==> src/rtl/rtc_wave_out.sv <==
module rtc_wave_out #(
  parameter int CNT_W = 16,
  parameter int SEL_W = 3
) (
  input  logic        clk,
  input  logic        rst_n,
  input  logic        tick,
  input  logic        alarm_flag,
  input  logic [31:0] mode,
  output logic        wave0,
  output logic        wave1
);
  localparam int SQ1_BIT   = CNT_W - 1;
  localparam int SQ32_BIT  = CNT_W - 6;
  localparam int SQ64_BIT  = CNT_W - 7;
  localparam int SQ512_BIT = CNT_W - 10;
  localparam int SEL0_LSB  = 16;
  localparam int SEL1_LSB  = 20;

  logic [CNT_W-1:0] tick_cnt;
  logic             alarm_d, alarm_tgl;
  logic [2:0]       hi_code;
  logic [1:0]       per_code;
  logic [CNT_W-1:0] phase;
  logic [CNT_W-1:0] hi_len;
  logic             pulse;
  logic [1:0]       wave_q, wave_nxt;
  logic             unused_mode;

  assign hi_code     = mode[26:24];
  assign per_code    = mode[29:28];
  assign unused_mode = ^{mode[31:30], mode[27], mode[23], mode[19], mode[15:0]};

  always_ff @(posedge clk) begin
    if (!rst_n) begin
      tick_cnt  <= '0;
      alarm_d   <= 1'b0;
      alarm_tgl <= 1'b0;
    end else begin
      alarm_d <= alarm_flag;
      if (alarm_flag && !alarm_d) alarm_tgl <= ~alarm_tgl;
      if (tick) tick_cnt <= tick_cnt + 1'b1;
    end
  end

  always_comb begin
    case (hi_code)
      3'd0:    hi_len = CNT_W'(2048);
      3'd1:    hi_len = CNT_W'(1024);
      3'd2:    hi_len = CNT_W'(256);
      3'd3:    hi_len = CNT_W'(64);
      3'd4:    hi_len = CNT_W'(32);
      3'd5:    hi_len = CNT_W'(8);
      3'd6:    hi_len = CNT_W'(2);
      default: hi_len = CNT_W'(1);
    endcase
  end

  assign phase = tick_cnt & ({CNT_W{1'b1}} >> per_code);
  assign pulse = phase < hi_len;

  for (genvar g = 0; g < 2; g++) begin : g_out
    logic [SEL_W-1:0] sel;
    assign sel = mode[(g == 0 ? SEL0_LSB : SEL1_LSB) +: SEL_W];

    always_comb begin
      case (sel)
        3'd0:    wave_nxt[g] = 1'b0;
        3'd1:    wave_nxt[g] = tick_cnt[SQ1_BIT];
        3'd2:    wave_nxt[g] = tick_cnt[SQ32_BIT];
        3'd3:    wave_nxt[g] = tick_cnt[SQ64_BIT];
        3'd4:    wave_nxt[g] = tick_cnt[SQ512_BIT];
        3'd5:    wave_nxt[g] = alarm_tgl;
        3'd6:    wave_nxt[g] = alarm_flag;
        default: wave_nxt[g] = pulse;
      endcase
    end

    always_ff @(posedge clk) begin
      if (!rst_n)    wave_q[g] <= 1'b0;
      else if (tick) wave_q[g] <= wave_nxt[g];
    end
  end

  assign wave0 = wave_q[0];
  assign wave1 = wave_q[1];
endmodule

==> config.mk <==
export PLATFORM = sky130hd
export DESIGN_NAME = rtc_wave_out
export DESIGN_NICKNAME = d
export VERILOG_FILES = /design/src/rtl/rtc_wave_out.sv
export SDC_FILE = /design/constraint.sdc
export NUM_CORES = 1
export LEC_CHECK = 0
export ABC_AREA = 1
export CAP_MARGIN = 25
export CELL_PAD_IN_SITES_DETAIL_PLACEMENT = 0
export CELL_PAD_IN_SITES_GLOBAL_PLACEMENT = 1
export CORE_UTILIZATION = 29
export DETAILED_ROUTE_END_ITERATION = 16
export GPL_TIMING_DRIVEN = 0
export PLACE_DENSITY_LB_ADDON = 0.1
export SYNTH_ARGS = -nofsm -noshare
export SYNTH_HDL_FRONTEND = slang
export SYNTH_SLANG_ARGS = --single-unit
==> constraint.sdc <==
create_clock -name clk -period 1.4 [get_ports clk]
set_clock_uncertainty 0.05 [all_clocks]
set_input_delay 0.28 -clock clk [delete_from_list [all_inputs] [get_ports clk]]
set_output_delay 0.28 -clock clk [all_outputs]
set_load 0.01 [all_outputs]
==> results.yml <==
layout:
  final_nets: 275
  nFillCells: 458
  finish.utilization: 0.429
  diodes: 0
  drive_gt1_frac: 0.326
  finalNonFillerCells: 282
  finalInstanceArea_um2: 1890
  area_growth_pct: 40.9
critical_path:
  worst-setup-path-type: "reg2reg"
  r2r-start: "tick_cnt[0]$_SDFFE_PN0P_"
  cpLargestDelayFamily: "simple AND/OR/NAND/NOR gates"
  crit_top_cell: "nand2_2"
  slowest_delay_ns: 0.38
  crit_path_end_kind: "register"
  cp-startpoint: "tick_cnt[0]$_SDFFE_PN0P_"
  worstSetupStartpointType: "register"
  cp.required_ns: 1.49
  cp_max_fo: 6
  path_cells: "nand2_2, nor2_4, nand2_2, nor3_4, nand2_4, nor2_8, nand2_2, nor2_2, nor3_2"
  timing.critical_path.buf_inv: 0
  worst_path_max_delay_cell: "dfxtp_4"
  crit_arrival_ns: 1.63
logic_synthesis:
  yosysWarnings: 0
  syn_avg_cell_area_um2: 6.78
  ys_seq_area_frac: 0.298
  netlist_instances: 198
  synth_cell_types: 28
  syn_area_um2: 1340
  synth_nets: 242
  synth_seq_cells: 20
grt:
  grt_util_all_layers: 0.160
  grt_antenna_before_repair: 0
  grt_pass1_wl_mm: 6.18
  grt_pass1_vias: 1398
  overflow: 0
  grt_max_degree: 13
min_path:
  hold_start: "tick"
  hold_class: "in2reg"
place:
  gp_congestion: 0.754
  dp_hpwl_mm: 2.71
  place_inst: 266
  port_buffers: 16
  pre_cts_ws_ns: -0.774
  placed_area_um2: 1630
outcome:
  status: "finished, violations left"
  violations: "negative setup slack"
routing:
  drt.antenna.violating_nets: 0
  drt-total-wl_mm: 3.60
  viasPerCell: 4.90
  drt_iter0_markers: 77
  dr.pass1.iters: 4
  drc: 0
  num_vias: 1381
  routedWlPerCell_um: 12.8
cts:
  clk_latency_ns: 0.26
  cts_tree: "built"
  path_clk_slew_ns: 0.08
  cts_buffer_depth: 2
  numCtsBuffers: 3
  cts.sinks: 20
  cts.root.buffer_cell: "clkbuf_8"
  htree_levels: 1
floorplanning:
  initial_utilization: 0.304
  io_pins: 38
  die_area_um2: 4910
  die_y_um: 70.0
  core_um2: 4410
  die_x_um: 70.0
  rows: 24
sta:
  final.period_utilization: 1.10
  slew_headroom: 0.754
  timing.fmax_mhz: 650
  fin_ws_ns: -0.138
  worst_pin_slew_ns: 0.368
  drv_slew: 0
  period_minus_slack_ns: 1.54
  hold_violations: 0
  setup_viol: 7
  rsz0062_at_grt: "true"
  whs_ns: 0.439
power_and_ir_drop:
  p_per_area_nw_per_um2: 724
  peakVddDrop_mv: 0.444
  p_leak_uw: 0.000845
job:
  drv_cap: 0
[cell families after synthesis]
family	share of synthesized area
AND/OR/NAND/NOR	0.398
adder cells (fa/ha/maj)	0.0746
flip-flops	0.298
XOR/XNOR	0.0130
AO/OA/AOI/OAI	0.130
buffers and inverters	0.0867
[synth_stat cells (all sizes together)]
cell | n | area share
nor4 | 1 | 0.0047
dfxtp | 20 | 0.30
o21a | 1 | 0.0056
nand3 | 16 | 0.063
a21o | 1 | 0.0056
xor2 | 2 | 0.013
a211oi | 1 | 0.0056
o21ai | 13 | 0.048
nor3 | 12 | 0.064
clkbuf | 1 | 0.0028
a31oi | 1 | 0.0047
nor3b | 1 | 0.0093
nand4 | 7 | 0.033
a21oi | 16 | 0.060
inv | 30 | 0.084
nor2 | 26 | 0.094
ha | 8 | 0.075
nand2 | 41 | 0.13
[worst register-to-register path, delay by kind of cell, from the launching register on]
kind / cells / cell delay, ns
AND/OR/NAND/NOR: 9 / 0.98
flip-flops: 1 / 0.38
[state kept, by name (all words and copies together) (netlist names)]
register	flops
tick_cnt	16
wave0	1
alarm_tgl	1
alarm_d	1
wave1	1
[final cells by class]
class / instances / area (um^2) / area share
flip-flops and latches: 20 / 432 / 0.228
multi-input cells: 147 / 958 / 0.507
well taps: 52 / 65.1 / 0.0344
inverters: 30 / 123 / 0.0648
clock inverters: 1 / 30.0 / 0.0159
clock buffers: 3 / 41.3 / 0.0218
plain buffers: 1 / 5.00 / 0.00265
repair buffers: 28 / 238 / 0.126
[placed cells by master, fill, tap and decap left out, types with 2 or more instances in the layout]
cell and count:
nand2_1 33, nor2_1 21, inv_1 18, a21oi_1 16, nand3_1 13, buf_4 11
inv_2 10, clkdlybuf4s50_1 10, dfxtp_1 9, nand2_2 7, nand4_1 7, o21ai_1 7
dfxtp_4 7, nor3_1 5, o21ai_0 5, nor3_2 5, ha_4 4, ha_1 4
dfxtp_2 4, clkbuf_8 3, buf_2 3, nand3_4 2, nor3_4 2, nor2_4 2
nor2_2 2, xor2_1 2, dlygate4sd2_1 2
[repair_timing]
| action | CTS | global route |
|---|---|---|
| endpoints found under the hold margin | 0 | 0 |
| endpoints found under the setup margin | 15 | 15 |
| pin swaps | 10 | 7 |
| buffers inserted | 7 | 5 |
| hold buffers | 0 | 0 |
| resized for setup | 37 | 17 |
[worst paths after layout]
path                                             endpoint  slack (ns)  depth (start not counted)
worst max-delay path            tick_cnt[13]$_SDFFE_PN0P_       -0.14                          9
worst min-delay path            tick_cnt[15]$_SDFFE_PN0P_        0.44                          3
worst max register to register  tick_cnt[13]$_SDFFE_PN0P_       -0.14                          9
worst min register to register  tick_cnt[14]$_SDFFE_PN0P_        0.46                          2
[per-layer routing]
metal,routed length (um),GRT usage,vias to the layer above,part of all wire
met5,0,0,-,0
met4,40,0.0422,0,0.011
met2,1780,0.281,16,0.50
met3,102,0.0361,4,0.028
met1,1680,0.197,641,0.47
li1,-,-,720,-
[power breakdown]
group | switching [uW] | internal, uW | leakage, uW
Sequential | 15.8 | 573 | 0.000170
Clock | 200 | 382 | 0.0000357
Combinational | 109 | 88.8 | 0.000639
[per-stage QoR]
step	TNS [ns]	total power, uW
final	-0.669	1370
after global routing	-1.60	1450
after CTS	-0.649	1390
after detailed placement	-8.98	804
after global placement	-8.71	799
after floorplan	-0.00253	709
Note: power is estimated with default switching activity, not from simulation.
